--- config.mk ---
export PLATFORM = sky130hd
export DESIGN_NAME = ep_short_lsu
export DESIGN_NICKNAME = d
export VERILOG_FILES = /design/src/rtl/ep_lsu_pkg.sv /design/src/rtl/ep_lsu_decode.sv /design/src/rtl/ep_lsu_store_lanes.sv /design/src/rtl/ep_lsu_load_extend.sv /design/src/rtl/ep_short_lsu.sv
export SDC_FILE = /design/constraint.sdc
export NUM_CORES = 1
export LEC_CHECK = 0
export BUFFER_PORTS_ARGS = -buffer_cell sky130_fd_sc_hd__buf_4
export CAP_MARGIN = 20
export CORE_AREA = 8 8 119 121
export DETAILED_ROUTE_END_ITERATION = 12
export DIE_AREA = 0 0 127 129
export PLACE_DENSITY = 0.78
export SLEW_MARGIN = 20
export SYNTH_ARGS = -nofsm -noshare
export SYNTH_HDL_FRONTEND = slang
export SYNTH_SLANG_ARGS = --single-unit
export TNS_END_PERCENT = 100
--- constraint.sdc ---
create_clock -name clk -period 3.8 [get_ports clk]
set_input_delay 0.38 -clock clk [delete_from_list [all_inputs] [get_ports clk]]
set_output_delay 0.38 -clock clk [all_outputs]
set_load 0.02 [all_outputs]
--- src/rtl/ep_lsu_pkg.sv ---
package ep_lsu_pkg;

    localparam int WORD_W    = 32;
    localparam int LANES     = WORD_W / 8;
    localparam int REG_IDX_W = 5;
    localparam int DISP_W    = 8;
    localparam int INSN_W    = 16;

    typedef enum logic [1:0] {
        ACC_BYTE = 2'd0,
        ACC_HALF = 2'd1,
        ACC_WORD = 2'd2
    } acc_size_e;

    // decoded view of one short instruction
    typedef struct packed {
        logic                 hit;
        logic                 store;
        logic                 sext;
        acc_size_e            size;
        logic [DISP_W-1:0]    disp;
        logic [REG_IDX_W-1:0] rd;
    } sop_t;

    // control kept while an access is outstanding
    typedef struct packed {
        logic                 store;
        logic                 sext;
        acc_size_e            size;
        logic [1:0]           lo;
        logic [REG_IDX_W-1:0] rd;
    } pend_ctl_t;

    function automatic logic [LANES-1:0] lane_enables(acc_size_e sz, logic [1:0] lo);
        logic [LANES-1:0] m;
        case (sz)
            ACC_BYTE: m = LANES'(1) << lo;
            ACC_HALF: m = lo[1] ? LANES'(4'b1100) : LANES'(4'b0011);
            default:  m = '1;
        endcase
        return m;
    endfunction

endpackage

--- src/rtl/ep_lsu_decode.sv ---
module ep_lsu_decode
    import ep_lsu_pkg::*;
(
    input  logic [INSN_W-1:0] ins,
    output sop_t              op
);
    always_comb begin
        op       = '0;
        op.size  = ACC_BYTE;
        op.rd    = ins[15:11];
        case (ins[10:7])
            4'b0110: begin
                op.hit  = 1'b1;
                op.sext = 1'b1;
                op.disp = {1'b0, ins[6:0]};
            end
            4'b0111: begin
                op.hit   = 1'b1;
                op.store = 1'b1;
                op.disp  = {1'b0, ins[6:0]};
            end
            4'b1000: begin
                op.hit  = 1'b1;
                op.sext = 1'b1;
                op.size = ACC_HALF;
                op.disp = {ins[6:0], 1'b0};
            end
            4'b1001: begin
                op.hit   = 1'b1;
                op.store = 1'b1;
                op.size  = ACC_HALF;
                op.disp  = {ins[6:0], 1'b0};
            end
            4'b1010: begin
                op.hit   = 1'b1;
                op.store = ins[0];
                op.size  = ACC_WORD;
                op.disp  = {ins[6:1], 2'b00};
            end
            4'b0000: begin
                if (ins[6:4] == 3'b110) begin
                    op.hit  = 1'b1;
                    op.disp = {4'b0000, ins[3:0]};
                end else if (ins[6:4] == 3'b111) begin
                    op.hit  = 1'b1;
                    op.size = ACC_HALF;
                    op.disp = {3'b000, ins[3:0], 1'b0};
                end
            end
            default: op.hit = 1'b0;
        endcase
    end
endmodule

--- src/rtl/ep_lsu_store_lanes.sv ---
module ep_lsu_store_lanes
    import ep_lsu_pkg::*;
(
    input  acc_size_e         size,
    input  logic [1:0]        lo,
    input  logic [WORD_W-1:0] src,
    output logic [LANES-1:0]  be,
    output logic [WORD_W-1:0] wdata
);
    assign be = lane_enables(size, lo);

    for (genvar g = 0; g < LANES; g++) begin : g_lane
        always_comb begin
            case (size)
                ACC_BYTE: wdata[8*g +: 8] = src[7:0];
                ACC_HALF: wdata[8*g +: 8] = src[8*(g%2) +: 8];
                default:  wdata[8*g +: 8] = src[8*g +: 8];
            endcase
        end
    end
endmodule

--- src/rtl/ep_lsu_load_extend.sv ---
module ep_lsu_load_extend
    import ep_lsu_pkg::*;
(
    input  acc_size_e         size,
    input  logic              sext,
    input  logic [1:0]        lo,
    input  logic [WORD_W-1:0] rdata,
    output logic [WORD_W-1:0] value
);
    logic [7:0]  lane [LANES];
    logic [7:0]  pick_b;
    logic [15:0] pick_h;

    for (genvar g = 0; g < LANES; g++) begin : g_split
        assign lane[g] = rdata[8*g +: 8];
    end

    assign pick_b = lane[lo];
    assign pick_h = {lane[{lo[1], 1'b1}], lane[{lo[1], 1'b0}]};

    always_comb begin
        case (size)
            ACC_BYTE: value = {{(WORD_W-8){sext & pick_b[7]}}, pick_b};
            ACC_HALF: value = {{(WORD_W-16){sext & pick_h[15]}}, pick_h};
            default:  value = rdata;
        endcase
    end
endmodule

--- src/rtl/ep_short_lsu.sv ---
module ep_short_lsu
    import ep_lsu_pkg::*;
#(
    parameter int ADDR_W = 32
) (
    input  logic                 clk,
    input  logic                 rst,
    input  logic                 instr_valid,
    input  logic [INSN_W-1:0]    instr,
    input  logic [ADDR_W-1:0]    ep_value,
    input  logic [WORD_W-1:0]    store_src,
    output logic                 instr_ready,
    output logic                 mem_req,
    output logic                 mem_we,
    output logic [ADDR_W-1:0]    mem_addr,
    output logic [LANES-1:0]     mem_be,
    output logic [WORD_W-1:0]    mem_wdata,
    input  logic [WORD_W-1:0]    mem_rdata,
    input  logic                 mem_ready,
    output logic                 rf_we,
    output logic [REG_IDX_W-1:0] rf_waddr,
    output logic [WORD_W-1:0]    rf_wdata
);
    typedef enum logic {S_IDLE, S_BUSY} lsu_state_e;

    lsu_state_e         state_q;
    sop_t               dec;
    logic [ADDR_W-1:0]  addr_n;
    logic [LANES-1:0]   be_n;
    logic [WORD_W-1:0]  wdata_n;
    logic [WORD_W-1:0]  load_val;

    logic [ADDR_W-1:0]    addr_q;
    logic [LANES-1:0]     be_q;
    logic [WORD_W-1:0]    wdata_q;
    pend_ctl_t            ctl_q;
    logic                 wb_q;
    logic [REG_IDX_W-1:0] wb_idx_q;
    logic [WORD_W-1:0]    wb_val_q;

    ep_lsu_decode u_dec (
        .ins (instr),
        .op  (dec)
    );

    assign addr_n = ep_value + ADDR_W'(dec.disp);

    ep_lsu_store_lanes u_st (
        .size  (dec.size),
        .lo    (addr_n[1:0]),
        .src   (store_src),
        .be    (be_n),
        .wdata (wdata_n)
    );

    ep_lsu_load_extend u_ld (
        .size  (ctl_q.size),
        .sext  (ctl_q.sext),
        .lo    (ctl_q.lo),
        .rdata (mem_rdata),
        .value (load_val)
    );

    always_ff @(posedge clk) begin
        if (rst) begin
            state_q  <= S_IDLE;
            addr_q   <= '0;
            be_q     <= '0;
            wdata_q  <= '0;
            ctl_q    <= '0;
            wb_q     <= 1'b0;
            wb_idx_q <= '0;
            wb_val_q <= '0;
        end else begin
            wb_q <= 1'b0;
            case (state_q)
                S_IDLE: begin
                    if (instr_valid && dec.hit) begin
                        addr_q      <= addr_n;
                        be_q        <= be_n;
                        wdata_q     <= wdata_n;
                        ctl_q.store <= dec.store;
                        ctl_q.sext  <= dec.sext;
                        ctl_q.size  <= dec.size;
                        ctl_q.lo    <= addr_n[1:0];
                        ctl_q.rd    <= dec.rd;
                        state_q     <= S_BUSY;
                    end
                end
                default: begin
                    if (mem_ready) begin
                        state_q <= S_IDLE;
                        if (!ctl_q.store) begin
                            wb_q     <= 1'b1;
                            wb_idx_q <= ctl_q.rd;
                            wb_val_q <= load_val;
                        end
                    end
                end
            endcase
        end
    end

    assign instr_ready = (state_q == S_IDLE);
    assign mem_req     = (state_q == S_BUSY);
    assign mem_we      = ctl_q.store;
    assign mem_addr    = addr_q;
    assign mem_be      = be_q;
    assign mem_wdata   = wdata_q;
    assign rf_we       = wb_q;
    assign rf_waddr    = wb_idx_q;
    assign rf_wdata    = wb_val_q;
endmodule

After elaboration in Yosys (flattened, before gate mapping)
Cells that the tools add are included.

word-level totals
  register bits = 118
  bits of input ports = 116
  output and inout bits = 109
  logic and storage cells = 76

operators by class
  $add $sub $neg = 1
  order comparisons = 3
  eq/ne operators = 9
  shift operators = 1
  muxes and demuxes = 29
  bitwise operators = 8
  reductions and logical operators = 13

operators with widths
  operator             count
  $mux 8               9
  $pmux 32 s2          1
  $bmux 8 s2           3
  $add 32x8->32        1
  $pmux 8 s4           1
  $pmux 8 s2           1
  $eq 4x4->1 const B   3
  $reduce_or 2->1      5
  $ge 3x3->1 const B   3
  $mux 9               1
  $not 2->3            3
  $eq 4x3->1 const B   2
  $pmux 4 s2           1
  $mux 1               7
  $eq 3x3->1 const B   2
  $pmux 2 s3           1
  $reduce_or 5->1      1
  $eq 2x1->1 const B   2
  $logic_not 2->1      2
  $logic_not 4->1      1
  $mux 4               1
  $pmux 1 s2           2
  $shl 1x2->4 const A  1
  $not 1->1            3
  6 further kinds      7

Depth between registers and ports, before layout
  depth after elaboration = 7
  gate-level depth with buffers = 16
  depth with buffers taken out = 14

Hierarchy
Synthesis repeated with hierarchy kept, for this count alone.

unflattened totals
  cells, all modules = 798
  area total of the unflattened synthesis = 6,432.4 um2

modules (own cells, without submodules)
  module              instances  cells each  area an instance (um2)  seq. area each (um2)
  ep_short_lsu        1          598         4,847.1                 2,322.2
  ep_lsu_load_extend  1          93          706.9                   0.0
  ep_lsu_store_lanes  1          60          531.8                   0.0
  ep_lsu_decode       1          47          346.6                   0.0

Worst setup path before layout
No wires, ideal clock.

  kind = in2reg
  start = input port instr[8]
  end = register addr_q[9] (netlist: mem_addr[9])
  library setup time = 0.086 ns
  arrival time = 2.802 ns
  data required time = 3.714 ns
  slack = 0.912 ns
  stages on the path = 13
  path buffers = 2
  path through = and4bb_2 -> a22oi_1 -> nor2_2 -> buf_2 -> a22o_1 -> ha_1 -> a21oi_1 -> nor2_2 -> o31ai_4 -> buf_6 -> a21boi_0 -> xnor2_1 -> a211oi_1

between the ends
  word-level cells in the longest chain between the ends = 5
  elaborated cells between the ends (all ways) = 14
  those cells by class = 1 x add/sub; 5 x eq/ne; 2 x mux; 6 x reduce/logical

RTL lines
  what                                                                   RTL line            RTL
  start, declared                                                        ep_short_lsu.sv:9   input logic [INSN_W-1:0] instr,
  parallel branches: the longest is 5 deep, another holds $add 32x8->32  --
  end signal, assigned                                                   ep_short_lsu.sv:79  addr_q <= addr_n;
  end, declared                                                          ep_short_lsu.sv:33  logic [ADDR_W-1:0] addr_q;

Several ways; the timed one is not identified.
A chain may end at the register's enable or synchronous reset.

Worst setup path after layout
  start = input port instr[9]
  end = register addr_q[20] (netlist: mem_addr[20])

The elaborated chain is that of the path after synthesis.

==> flow_metrics.py <==
metrics = {
    "critical_path": {
        "path_depth": 15,
        "critical_path.endpoint_type": "flop",
        "timing.critical_path.buf_inv": 2,
        "crit_slowest_cell": "o211ai_2",
        "path_class": "input port to flop",
        "timing.critical_path.cells": "buf_4, nor2_1, inv_1, nor2_1, nand4_1, a21oi_1, and3_1, ha_1, fa_1, a21o_1, a21oi_1, o211ai_2, nand4_1, xor2_1, a211oi_1",
        "worst_r2r_path_depth": 5,
        "worstPathRequired_ns": 4.09,
        "timing.critical_path.fanout_max": 12,
        "crit_end": "mem_addr[20]",
        "worstReg2RegEnd": "rf_wdata[5]",
        "timing.critical_path.from_type": "input port",
        "critPathArrivalTime_ns": 3.44,
        "setup.worst_path.start": "instr[9]",
        "cpLargestDelayFamily": "compound AO/OA/AOI/OAI gates",
        "critical-path-max-stage-delay_ns": 0.56,
        "regToRegSetupSlack_ns": 1.64,
        "timing.rr.start": "ctl_q[7]",
    },
    "power_and_ir_drop": {
        "power.total_w": 0.00361,
        "power.ir.vdd_worst_mv": 0.285,
        "power_density_nw_per_um2": 437,
        "p_leak_nw": 3.39,
    },
    "synthesis": {
        "yosys_warnings": 0,
        "synth_compound_gate_area_share_pct": 27.7,
        "yosys_register_bits": 116,
        "synthSimpleGateAreaFrac_pct": 19.9,
        "post_synth_main_area_contributors": "dfxtp_1, nand2_1, nor2_1, a21oi_1, a211oi_1",
        "post_synthesis_instance_total": 723,
        "synth.top_cell.area_share_pct": 39.0,
        "post_synth_xor_area_fraction_pct": 4.42,
        "syn_area_um2": 5950,
        "postSynth.asyncResetShare_pct": 0,
        "netlist-cell-type-count": 63,
        "synth-main-ff-cell": "dfxtp_1",
        "avgSynthCellArea_um2": 8.23,
        "synth_enable_flop_cells": 0,
        "post-synth-top-area-cell": "dfxtp_1",
        "synth.area.mux_share_pct": 0.526,
        "main_combinational_cell_family_by_area_after_synthesis": "compound AO/OA/AOI/OAI gates",
        "yosysSeqAreaShare_pct": 39.0,
        "synthAdderAreaFrac_pct": 2.02,
        "synth_fp_nets": 848,
    },
    "clocking": {
        "tritoncts_clock_tree": "built",
        "clock_tree.htree_level_count": 4,
        "clock_path_buffers": 2,
        "numCtsBuffers": 17,
        "root_buffer_cell": "clkbuf_16",
        "clkSlewWorstSetupHoldPaths_ns": 0.05,
        "postCtsSetupRepairBufs": 0,
        "numClockSinks": 116,
        "cts_hold_repair.buffers": 0,
        "insertion_delay_ns": 0.41,
        "cts_repair_resize_count": 0,
    },
    "final_layout": {
        "finalNetCount": 1045,
        "layout_area_overhead_pct": 38.8,
        "antenna_cells": 0,
        "drive_above_1_share_pct": 33.0,
        "finish.cell_count_without_fillers": 1082,
    },
    "grt": {
        "grt_antenna_before_repair": 0,
        "wire_length_of_the_first_global_routing_pass_um": 30300,
        "global_route_congestion_overflow_total": 0,
        "grt_pass1_vias": 5874,
        "grt_start_max_net_pins": 73,
        "grt.total_usage_pct": 23.2,
    },
    "placed_design": {
        "routabilityCongestion": 0.892,
        "io_buffer_count": 224,
        "pre_cts_ws_ns": 0.513,
        "place_hpwl_um": 14200,
        "place.detailed.instances": 1051,
    },
    "worst_hold_path": {
        "hold_start": "instr[13]",
        "timing.hold.worst.class": "input port to flop",
    },
    "timing": {
        "unrepaired_setup_endpoints_after_global_routing": "false",
        "hold_ws_ns": 0.224,
        "timing.final.crit_share_pct": 82.9,
        "tns_ns": 0,
        "worst_slew_margin_rel_pct": 41.5,
        "timing.final.setup_violations": 0,
        "actual_transition_at_the_worst_max_transition_pin_ns": 0.875,
        "finalWorstPathRequiredPeriod_ns": 3.15,
        "fmax_mhz": 317,
        "timing.final.hold_violations": 0,
        "setup_slack_ns": 0.648,
        "clock_skew_ns": 0.00596,
        "final-max-slew-violation-count": 0,
    },
    "detailed_routing": {
        "vias": 6068,
        "detailedRoute.firstIterationViolations": 555,
        "route.detailed.wl_per_inst_um": 17.7,
        "drc": 0,
        "ant_nets": 0,
        "viasPerCell": 5.61,
        "wirelength_um": 19200,
        "dr.pass1.iters": 5,
    },
    "flow_run": {
        "max_cap_viol_count": 0,
    },
    "die": {
        "die_y_um": 129,
        "design.portCount": 225,
        "effective_utilization_at_floorplan_pct": 48.3,
        "floorplan.die.width_um": 127,
        "row_count": 41,
        "die-area_um2": 16400,
        "placeableCoreArea_um2": 12300,
    },
    "outcome": {
        "run_status": "finished, final reports clean",
    },
}
==> worst min path at each step <==
stage,end,slack (ns),cells after the start
after CTS,ctl_q[2],0.21,3
after floorplan,ctl_q[0],0.43,2
after global placement,rf_wdata[2],0.44,2
final,ctl_q[2],0.22,3
after detailed placement,ctl_q[1],0.44,2
after global routing,mem_wdata[1],0.22,3
==> cells by family after synthesis <==
group	Yosys count
buffers and inverters	82
xor gates and xnor gates	30
DFF	116
and+or+nand+nor	271
AOI/OAI and AO/OA	212
adders and majority gates	9
muxes	3
==> placed cells by master, fill, tap and decap left out, drive strengths merged, types with 2 or more instances in the layout <==
| master | synthesis | routed |
|---|---|---|
| buf | 29 | 234 |
| dfxtp | 116 | 116 |
| nand2 | 108 | 108 |
| nor2 | 102 | 102 |
| a21oi | 63 | 63 |
| a211oi | 59 | 59 |
| inv | 25 | 25 |
| clkbuf | 27 | 20 |
| nor3 | 19 | 19 |
| o21ai | 18 | 18 |
| xnor2 | 17 | 17 |
| xor2 | 13 | 13 |
| a22o | 10 | 10 |
| o211ai | 10 | 10 |
| a22oi | 9 | 9 |
| nand4 | 9 | 9 |
| a221oi | 9 | 9 |
| nand3 | 9 | 9 |
| o31a | 8 | 8 |
| ha | 8 | 8 |
| and3 | 8 | 8 |
| o221ai | 7 | 7 |
| clkinv | 1 | 7 |
| a21o | 4 | 4 |
| bufinv | 0 | 4 |
| nor2b | 3 | 3 |
| a2111oi | 3 | 3 |
| and3b | 2 | 2 |
| and2 | 2 | 2 |
| and4 | 2 | 2 |
| mux2i | 2 | 2 |
| or3 | 2 | 2 |
| nand2b | 2 | 2 |
| o221a | 2 | 2 |
| a31oi | 2 | 2 |
==> cells in the mapped netlist (8+ instances only) <==
library cell,count
o211ai_1,9
ha_1,8
a221oi_1,9
a22oi_1,9
o31a_1,8
a211oi_1,37
nand4_1,9
a22o_1,10
a21oi_1,61
buf_2,17
nor2_1,98
o21ai_0,10
xnor2_1,17
a211oi_2,22
nand3_1,8
buf_4,9
clkbuf_1,27
nor3_1,19
nand2_1,107
xor2_1,13
dfxtp_1,116
inv_1,25
==> routing by layer <==
metal / global-route usage (%) / wire length, µm
met5: 0 / 0
met4: 8.40 / 383
met3: 7.45 / 1630
met2: 37.9 / 9070
met1: 28.1 / 8120
==> worst min-delay path, cell delays in order <==
cell	delay [ns]
buf_4	0.11
nand2_1	0.05
a21oi_1	0.05
==> per-stage QoR <==
stage	area, µm²	util [%]
CTS	8250	67.0
global route	8250	67.0
floorplan	5950	-
finish	8250	67.0
detailed placement	7640	62.1
global placement	7640	62.1
==> sequential cells by signal (all words and copies together), names as in the netlist <==
register and count:
mem_we 1, mem_addr 32, mem_wdata 32, mem_be 4
rf_wdata 32, rf_waddr 5, ctl_q 8, mem_req 1
rf_we 1
==> where the power goes <==
group	leakage, nW	internal, W	total [W]	switching, W
registers	0.945	0.00128	0.00132	0.0000388
clock network	0.305	0.00112	0.00167	0.000550
logic	2.14	0.000267	0.000617	0.000350
total	3.39	0.00267	0.00361	0.000938
==> area by class of cell <==
type | count | area (µm²)
clock buffers | 20 | 457
clock inverters | 11 | 158
fillers | 1082 | 4060
inverters | 26 | 97.6
multi-input cells | 525 | 3280
flip-flops and latches | 116 | 2320
well taps | 150 | 188
repair buffers | 234 | 1760
Power figures use the tool's default switching activity.
